[src/rtl/cap_tmr_pkg.sv]
package cap_tmr_pkg;
   localparam logic [2:0] MODE_CAPTURE         = 3'b010;
   localparam logic [2:0] MODE_CAPTURE_ONESHOT = 3'b110;

   function automatic logic is_capture_mode(input logic [2:0] m);
      return (m == MODE_CAPTURE) || (m == MODE_CAPTURE_ONESHOT);
   endfunction
endpackage

[src/rtl/cap_tmr_counter.sv]
module cap_tmr_counter
   import cap_tmr_pkg::*;
#(
   parameter int CNT_W = 16
) (
   input  logic             clk,
   input  logic             rst,
   input  logic [2:0]       mode_i,
   input  logic             en_i,
   input  logic             trig_i,
   output logic [CNT_W-1:0] cnt_o,
   output logic             cap_o,
   output logic             wrap_o
);
   logic [CNT_W-1:0] cnt_q;
   logic             run_q;
   logic             oneshot, start, advance;

   always_comb begin
      oneshot = (mode_i == MODE_CAPTURE_ONESHOT);
      cap_o   = trig_i && ((mode_i == MODE_CAPTURE) || (oneshot && run_q));
      start   = trig_i && oneshot && !run_q;
      advance = en_i && (!oneshot || (run_q && !cap_o));
      wrap_o  = advance && (cnt_q == '1);
   end

   always_ff @(posedge clk) begin
      if (rst) begin
         cnt_q <= '0;
         run_q <= 1'b0;
      end else begin
         if (start)        cnt_q <= '0;
         else if (advance) cnt_q <= cnt_q + 1'b1;
         if (!oneshot)     run_q <= 1'b0;
         else if (start)   run_q <= 1'b1;
         else if (cap_o)   run_q <= 1'b0;
      end
   end

   assign cnt_o = cnt_q;

   p_wrap_zero_r2: assert property (@(posedge clk) disable iff (rst)
      wrap_o |=> (cnt_q == '0));
   p_stopped_hold_r8: assert property (@(posedge clk) disable iff (rst)
      (oneshot && !run_q && !trig_i) |=> $stable(cnt_q));
endmodule

[src/rtl/cap_tmr_ovf.sv]
module cap_tmr_ovf (
   input  logic clk,
   input  logic rst,
   input  logic cap_mode_i,
   input  logic cap_i,
   input  logic wrap_i,
   output logic ovf_o
);
   logic pend_q, ovf_q;

   always_ff @(posedge clk) begin
      if (rst) begin
         pend_q <= 1'b0;
         ovf_q  <= 1'b0;
      end else begin
         if (cap_i) ovf_q <= pend_q | wrap_i;
         if (!cap_mode_i || cap_i) pend_q <= 1'b0;
         else if (wrap_i)          pend_q <= 1'b1;
      end
   end

   assign ovf_o = ovf_q;

   p_no_immediate_r3: assert property (@(posedge clk) disable iff (rst)
      (wrap_i && !cap_i) |=> $stable(ovf_q));
   p_coincide_r4: assert property (@(posedge clk) disable iff (rst)
      (cap_i && wrap_i) |=> ovf_q);
   p_quiet_r6: assert property (@(posedge clk) disable iff (rst)
      !cap_mode_i |=> $stable(ovf_q));
   p_leave_r7: assert property (@(posedge clk) disable iff (rst)
      !cap_mode_i |=> !pend_q);
endmodule

[src/rtl/cap_tmr_rdport.sv]
module cap_tmr_rdport #(
   parameter int STAT_W = 16,
   parameter int BYTE_W = 8
) (
   input  logic              ovf_i,
   input  logic              rd_word_i,
   input  logic              rd_byte_i,
   output logic [STAT_W-1:0] rd_data_o
);
   logic [STAT_W-1:0] stat_w;
   logic [STAT_W-1:0] byte_view;

   always_comb begin
      stat_w    = '0;
      stat_w[0] = ovf_i;
   end

   if (BYTE_W == STAT_W) begin : g_byte_full
      assign byte_view = stat_w;
   end else begin : g_byte_ext
      assign byte_view = {{(STAT_W-BYTE_W){1'b0}}, stat_w[BYTE_W-1:0]};
   end

   always_comb begin
      if (rd_word_i)      rd_data_o = stat_w;
      else if (rd_byte_i) rd_data_o = byte_view;
      else                rd_data_o = '0;
   end
endmodule

[src/rtl/cap_ovf_timer.sv]
module cap_ovf_timer
   import cap_tmr_pkg::*;
#(
   parameter int CNT_W  = 16,
   parameter int STAT_W = 16,
   parameter int BYTE_W = 8
) (
   input  logic              clk,
   input  logic              rst,
   input  logic [2:0]        mode_i,
   input  logic              cnt_en_i,
   input  logic              cap_trig_i,
   output logic [CNT_W-1:0]  cap_data_o,
   input  logic              rd_word_i,
   input  logic              rd_byte_i,
   output logic [STAT_W-1:0] rd_data_o
);
   if (CNT_W < 2)       begin : g_bad_cnt  $error("CNT_W must be at least 2");  end
   if (STAT_W < 2)      begin : g_bad_stat $error("STAT_W must be at least 2"); end
   if (BYTE_W < 1 || BYTE_W > STAT_W) begin : g_bad_byte $error("BYTE_W out of range"); end

   logic [CNT_W-1:0] cnt;
   logic             cap_ev, wrap, ovf;
   logic [CNT_W-1:0] cap_q;

   cap_tmr_counter #(.CNT_W(CNT_W)) u_cnt (
      .clk(clk), .rst(rst), .mode_i(mode_i), .en_i(cnt_en_i), .trig_i(cap_trig_i),
      .cnt_o(cnt), .cap_o(cap_ev), .wrap_o(wrap)
   );

   cap_tmr_ovf u_ovf (
      .clk(clk), .rst(rst), .cap_mode_i(is_capture_mode(mode_i)),
      .cap_i(cap_ev), .wrap_i(wrap), .ovf_o(ovf)
   );

   cap_tmr_rdport #(.STAT_W(STAT_W), .BYTE_W(BYTE_W)) u_rd (
      .ovf_i(ovf), .rd_word_i(rd_word_i), .rd_byte_i(rd_byte_i), .rd_data_o(rd_data_o)
   );

   always_ff @(posedge clk) begin
      if (rst)         cap_q <= '0;
      else if (cap_ev) cap_q <= cnt;
   end

   assign cap_data_o = cap_q;

   p_cap_track_r2: assert property (@(posedge clk) disable iff (rst)
      cap_ev |=> (cap_data_o == $past(cnt)));
   p_upper_zero_r9: assert property (@(posedge clk) disable iff (rst)
      rd_data_o[STAT_W-1:1] == '0);
endmodule

[config.mk]
export PLATFORM = sky130hd
export DESIGN_NAME = cap_ovf_timer
export DESIGN_NICKNAME = d
export VERILOG_FILES = /design/src/rtl/cap_tmr_pkg.sv /design/src/rtl/cap_tmr_counter.sv /design/src/rtl/cap_tmr_ovf.sv /design/src/rtl/cap_tmr_rdport.sv /design/src/rtl/cap_ovf_timer.sv
export SDC_FILE = /design/constraint.sdc
export NUM_CORES = 1
export LEC_CHECK = 0
export BUFFER_PORTS_ARGS = -buffer_cell sky130_fd_sc_hd__buf_2
export CAP_MARGIN = 20
export CORE_ASPECT_RATIO = 1.75
export CORE_MARGIN = 2
export CORE_UTILIZATION = 45
export DETAILED_ROUTE_END_ITERATION = 12
export PLACE_DENSITY = 0.8
export SKIP_LAST_GASP = 1
export SYNTH_ARGS = -nofsm -noshare
export SYNTH_HDL_FRONTEND = slang
export SYNTH_HIERARCHICAL = 1
export SYNTH_SLANG_ARGS = --single-unit
[constraint.sdc]
create_clock -name clk -period 2 [get_ports clk]
set_input_delay 0.4 -clock clk [delete_from_list [all_inputs] [get_ports clk]]
set_output_delay 0.4 -clock clk [all_outputs]
set_load 0.05 [all_outputs]
======== Yosys cells after proc, flatten, opt, wreduce, memory -nomap -nowiden ========
Index checks and enable logic that the tools add are counted.
operators by class
  add/sub/neg operators ................... 1
  equal/unequal tests ..................... 3
  multiplexer cells ....................... 4
  bitwise operators ....................... 2
  reductions and logical operators ........ 19
operators by type and width
  kind                                            count
  adder 16 x 1 -> 16 bit (second input constant)  1
  == test 16 bit (second input constant)          1
  2-to-1 mux 16 bit                               1
  logical AND 1 bit                               7
  OR reduction 2 bit                              3
  logical NOT 1 bit                               4
  logical OR 1 bit                                4
  == test 3 x 2 -> 1 bit (second input constant)  1
  == test 3 bit (second input constant)           1
  2-to-1 mux 1 bit                                3
  nonzero test 2 bit                              1
  inverter 1 bit                                  1
  OR 1 bit                                        1
word-level totals
  flip-flop bits (word level) ............. 35
  input port bits ......................... 9
  output and inout port bits .............. 32
  word-level logic and storage cells ...... 34

======== Depth between registers and ports, before layout ========
  depth after elaboration ................. 10
  mapped depth ............................ 6
  depth with buffers taken out ............ 5

======== Cells and area by module ========
Netlist, hierarchy kept.
modules (own cells, without submodules)
  module           times used  cells each  area an instance (µm²)  seq. area each (µm²)
  cap_tmr_counter  1           100         887.1                   340.3
  cap_ovf_timer    1           53          586.8                   320.3
  cap_tmr_rdport   1           17          123.9                   0.0
  cap_tmr_ovf      1           6           75.1                    40.0

======== Worst setup path after synthesis ========
Ideal clock, no wire load.
  path type ............................... in2reg
  start ................................... input mode_i[0]
  end ..................................... register u_cnt.cnt_q[12] (netlist: u_cnt/cnt_o[12])
  library setup time ...................... 71 ps
  arrival time ............................ 1,443 ps
  required time ........................... 1,929 ps
  setup slack ............................. 486 ps
  cell stages on the path ................. 5
  buffers on the path ..................... 1
  cells stage by stage .................... nand3b_1 -> o2111ai_2 -> buf_6 -> or4_1 -> a21oi_1
between the ends
  word-level cells in the longest chain between the ends .. 8
  elaborated cells on any way between the ends .. 13
  classes of those cells .................. eq/ne: 2; reduce/logical: 11
ends and longest elaborated chain
  what                    line                   text
  start: declaration      cap_ovf_timer.sv:10    input logic [2:0] mode_i,
  == test 3 bit           cap_tmr_counter.sv:20  oneshot = (mode_i == MODE_CAPTURE_ONESHOT);
  logical AND 1 bit       cap_tmr_counter.sv:21  cap_o = trig_i && ((mode_i == MODE_CAPTURE) || (oneshot && run_q));
  logical OR 1 bit        cap_tmr_counter.sv:21
  logical AND 1 bit       cap_tmr_counter.sv:21
  logical NOT 1 bit       cap_tmr_counter.sv:23  advance = en_i && (!oneshot || (run_q && !cap_o));
  logical AND 1 bit       cap_tmr_counter.sv:23
  logical OR 1 bit        cap_tmr_counter.sv:23
  logical AND 1 bit       cap_tmr_counter.sv:23
  end signal: assignment  cap_tmr_counter.sv:33  else if (advance) cnt_q <= cnt_q + 1'b1;
  end: declaration        cap_tmr_counter.sv:15  logic [CNT_W-1:0] cnt_q;
Several ways; a longest one is shown, not always the timed one.
A chain may end at the register's enable or synchronous reset.

======== Worst setup path in the final report ========
  start ................................... register u_cnt.cnt_q[1] (netlist: u_cnt/cnt_o[1])
  end ..................................... register u_cnt.cnt_q[10] (netlist: u_cnt/cnt_o[10])
between the ends
  word-level cells in the longest chain between the ends .. 1
ends and longest elaborated chain
  what                    line
  adder 16 x 1 -> 16 bit  cap_tmr_counter.sv:33
No other way between the ends.

==> impl_metrics.yaml <==
status:
  status: "finished, final reports clean"
clock_network:
  clock_sink_count: 35
  cts-htree-levels: 2
  postCtsHoldBufs: 0
  post_cts.repair.setup_buffers: 0
  clockRootBuffer: "clkbuf_8"
  clock_tree_from_tritoncts: "yes"
  cts.reportedPaths.clkPinSlew_ns: 0.07
  clk-insertion-delay-late_ns: 0.29
  cts_max_path_buffers: 2
  cts_resized: 0
  numCtsBuffers: 5
finish:
  fillers: 368
  syn2layout_area_growth_pct: 11.1
  finish.net_count: 212
  final_layout_size_suffix_gt1_share_pct: 21.7
  multi_input_area_sq_um: 848
  antenna-diode-count: 0
  register_area_sq_um: 701
grt:
  grt_remaining_overflow: 0
  grt_pass1_vias: 1156
  first_pass_grt_wire_length_um: 5170
  gr-usage-all-layers_pct: 16.5
  grt_max_degree: 21
  antenna_found_initial: 0
detailed_routing:
  drc: 0
  wl_um: 3120
  dr.pass1.iters: 4
  antenna_violating_nets_remaining: 0
  drt-wirelength-per-cell_um: 12.5
  drtIter0Drc: 20
  via_count: 1298
  vias_per_cell: 5.21
setup_path:
  r2r_setup_slack_ns: 0.33
  critical_path.startpoint: "u_cnt/cnt_o[1]"
  worstSetupPathType: "register to register"
  critPathLaunchType: "register"
  timing.rr.start: "u_cnt/cnt_o[1]"
  endpoint_kind: "register"
  timing.critical_path.to: "u_cnt/cnt_o[10]"
  worst-path-max-fanout: 11
  critPathRequiredTime_ns: 2.23
  worst_ep_arrival_time_ns: 1.90
  critical_path.reg2reg.endpoint: "u_cnt/cnt_o[10]"
  reg2reg_depth: 4
timing:
  max_freq_mhz: 597
  post-route-worst-setup-slack_ns: 0.326
  finClkSkew_ns: 0.00926
  tns_ns: 0
  min_clock_period_post_route_ns: 1.67
  setup_viol: 0
  grt_setup_unrepaired: "false"
  layout_worst_path_cycle_share_pct: 83.7
  final_hold_viol_count: 0
  finalMaxSlewViolations: 0
power:
  total_switching_power_uw: 361
  seq_power_share_pct: 50.6
  cellInternalPower_mw: 1.04
  power.static_leakage_nw: 0.709
  power_frac_clock_pct: 40.5
  pwr_density_cell_mw_per_mm2: 754
  sw_frac_of_total_pct: 25.7
  peakVddDrop_uv: 575
  combPwrFrac_pct: 8.9
logic_synthesis:
  synthesis.yosys.warnings: 6
  syn_area_sq_mm: 0.00167
  postSynthAreaPerCell_sq_um: 9.50
  synth-seq-area-share_pct: 41.9
  synth.ff_latch_count: 35
  netlist-cell-type-count: 42
  postSynthCellCount: 176
placed_design:
  port_buffers: 25
  placement.setup.worst_slack_ns: 0.242
  dp_hpwl_um: 2310
  gp_routability_congestion: 0.862
flow_run:
  maxCapViolCount: 0
floorplanning:
  floorplan.initialDensity_pct: 46.6
  placeableCoreArea_sq_mm: 0.00359
  boundaryPins: 41
  rows: 29
  dieArea_sq_mm: 0.00424
  die_w_um: 50.1
  floorplan.die.height_um: 84.7
worst_hold_path:
  worstHoldPathType: "input pin to register"
[layout make-up]
class | instances | area share (%)
clock inverter | 1 | 0.404
timing repair buffer | 27 | 7.54
tap | 46 | 3.10
multi-input combinational | 131 | 45.7
clock buffer | 7 | 5.19
inverter | 2 | 0.404
sequential | 35 | 37.7
[through the flow]
| stage | instances | power (mW) | utilization (%) | hold slack, ns | instance area (sq um) |
|---|---|---|---|---|---|
| after floorplan | 190 | 0.851 | - | 0.464 | 1730 |
| after CTS | 249 | 1.42 | 51.7 | 0.436 | 1860 |
| final | 249 | 1.40 | 51.7 | 0.435 | 1860 |
| after detailed placement | 241 | 0.850 | 48.8 | 0.479 | 1750 |
| after global routing | 249 | 1.47 | 51.7 | 0.439 | 1860 |
| after global placement | 241 | 0.849 | 48.8 | 0.471 | 1750 |
[worst min-delay path by stage]
stage,from,endpoint,slack (ns),depth (start not counted)
floorplan,u_cnt/cnt_o[15],cap_data_o[15],0.46,2
global placement,cap_data_o[9],cap_data_o[9],0.47,2
detailed placement,cap_data_o[2],cap_data_o[2],0.48,2
CTS,mode_i[0],u_ovf/pend_q,0.44,3
global route,mode_i[0],u_ovf/pend_q,0.44,3
finish,mode_i[0],u_ovf/pend_q,0.44,3
[synthesized netlist by cell type]
| master | number | area [sq um] |
|---|---|---|
| a211oi_1 | 1 | 7.51 |
| a211oi_2 | 1 | 12.5 |
| a21o_1 | 2 | 15.0 |
| a21oi_1 | 11 | 55.1 |
| a311o_1 | 1 | 10.0 |
| and2b_2 | 1 | 8.76 |
| and3_1 | 1 | 6.26 |
| and3b_1 | 1 | 8.76 |
| and4_1 | 2 | 17.5 |
| buf_1 | 1 | 3.75 |
| buf_12 | 1 | 20.0 |
| buf_2 | 2 | 10.0 |
| buf_4 | 15 | 113 |
| buf_6 | 2 | 22.5 |
| clkbuf_1 | 1 | 3.75 |
| conb_1 | 1 | 3.75 |
| dfxtp_1 | 35 | 701 |
| ha_1 | 1 | 12.5 |
| inv_1 | 2 | 7.51 |
| mux2i_1 | 17 | 170 |
| nand2_1 | 4 | 15.0 |
| nand2b_1 | 2 | 12.5 |
| nand3_1 | 4 | 20.0 |
| nand3b_1 | 2 | 15.0 |
| nand4_1 | 4 | 25.0 |
| nand4_2 | 1 | 12.5 |
| nor2_1 | 26 | 97.6 |
| nor2b_1 | 1 | 6.26 |
| nor2b_4 | 1 | 13.8 |
| nor3_1 | 1 | 5.00 |
| nor4b_1 | 1 | 8.76 |
| nor4b_2 | 1 | 15.0 |
| o2111ai_2 | 1 | 15.0 |
| o211ai_1 | 2 | 15.0 |
| o21a_1 | 1 | 7.51 |
| o21ai_0 | 5 | 25.0 |
| o31ai_1 | 6 | 45.0 |
| or3_1 | 1 | 6.26 |
| or3_2 | 2 | 15.0 |
| or4_1 | 6 | 45.0 |
| xnor2_1 | 2 | 17.5 |
| xor2_1 | 3 | 26.3 |
[power by group through the flow]
stage                     Combinational [mW]  Sequential, mW  Clock (mW)
after floorplan                        0.127           0.724           0
after global placement                 0.124           0.725           0
after detailed placement               0.126           0.725           0
after CTS                              0.126           0.709       0.583
after global routing                   0.133           0.709       0.624
final                                  0.125           0.709       0.567
[per-layer routing]
metal | share of wire (%) | global-route usage, %
met1 | 36 | 15.2
met2 | 56 | 30.0
met3 | 4.3 | 4.27
met4 | 3.4 | 11.4
met5 | 0 | 0
[sequential cells by signal (all words and copies together), names as in the netlist]
| register | cells |
|---|---|
| cap_data_o | 16 |
| u_cnt/cnt_o | 16 |
| u_cnt/run_q | 1 |
| u_ovf/ovf_o | 1 |
| u_ovf/pend_q | 1 |
[worst max-delay path: stages, from the launching register on]
cell,delay (ns)
dfxtp_1,0.40
ha_1,0.24
o2111ai_2,0.27
or4_1,0.55
a21oi_1,0.15
[cells by family (layout without fill, tap and decap cells)]
family | Yosys count | after routing | synth area share (%)
simple gates | 62 | 62 | 21.2
flops | 35 | 35 | 41.9
compound gates | 31 | 31 | 12.4
buf+inv | 24 | 37 | 10.8
mux | 17 | 17 | 10.2
xor+xnor | 5 | 5 | 2.62
fa+ha+maj | 1 | 1 | 0.748
other cells | 1 | 15 | 0.224
[cell usage in the layout (no fill, tap or decap), types with 2 or more instances in the layout]
| cell | n |
|---|---|
| xnor2_1 | 2 |
| conb_1 | 15 |
| buf_4 | 2 |
| mux2i_1 | 17 |
| nor2_1 | 26 |
| xor2_1 | 3 |
| or3_2 | 2 |
| nand2_1 | 4 |
| o211ai_1 | 2 |
| nand2b_1 | 2 |
| nand3_1 | 4 |
| dfxtp_1 | 35 |
| a21oi_1 | 10 |
| o31ai_1 | 6 |
| clkbuf_8 | 7 |
| nand3b_1 | 2 |
| o21ai_0 | 5 |
| and4_1 | 2 |
| nand4_1 | 4 |
| or4_1 | 6 |
| a21o_1 | 2 |
| inv_1 | 2 |
| buf_2 | 25 |
Note: power is estimated with default switching activity, not from simulation.
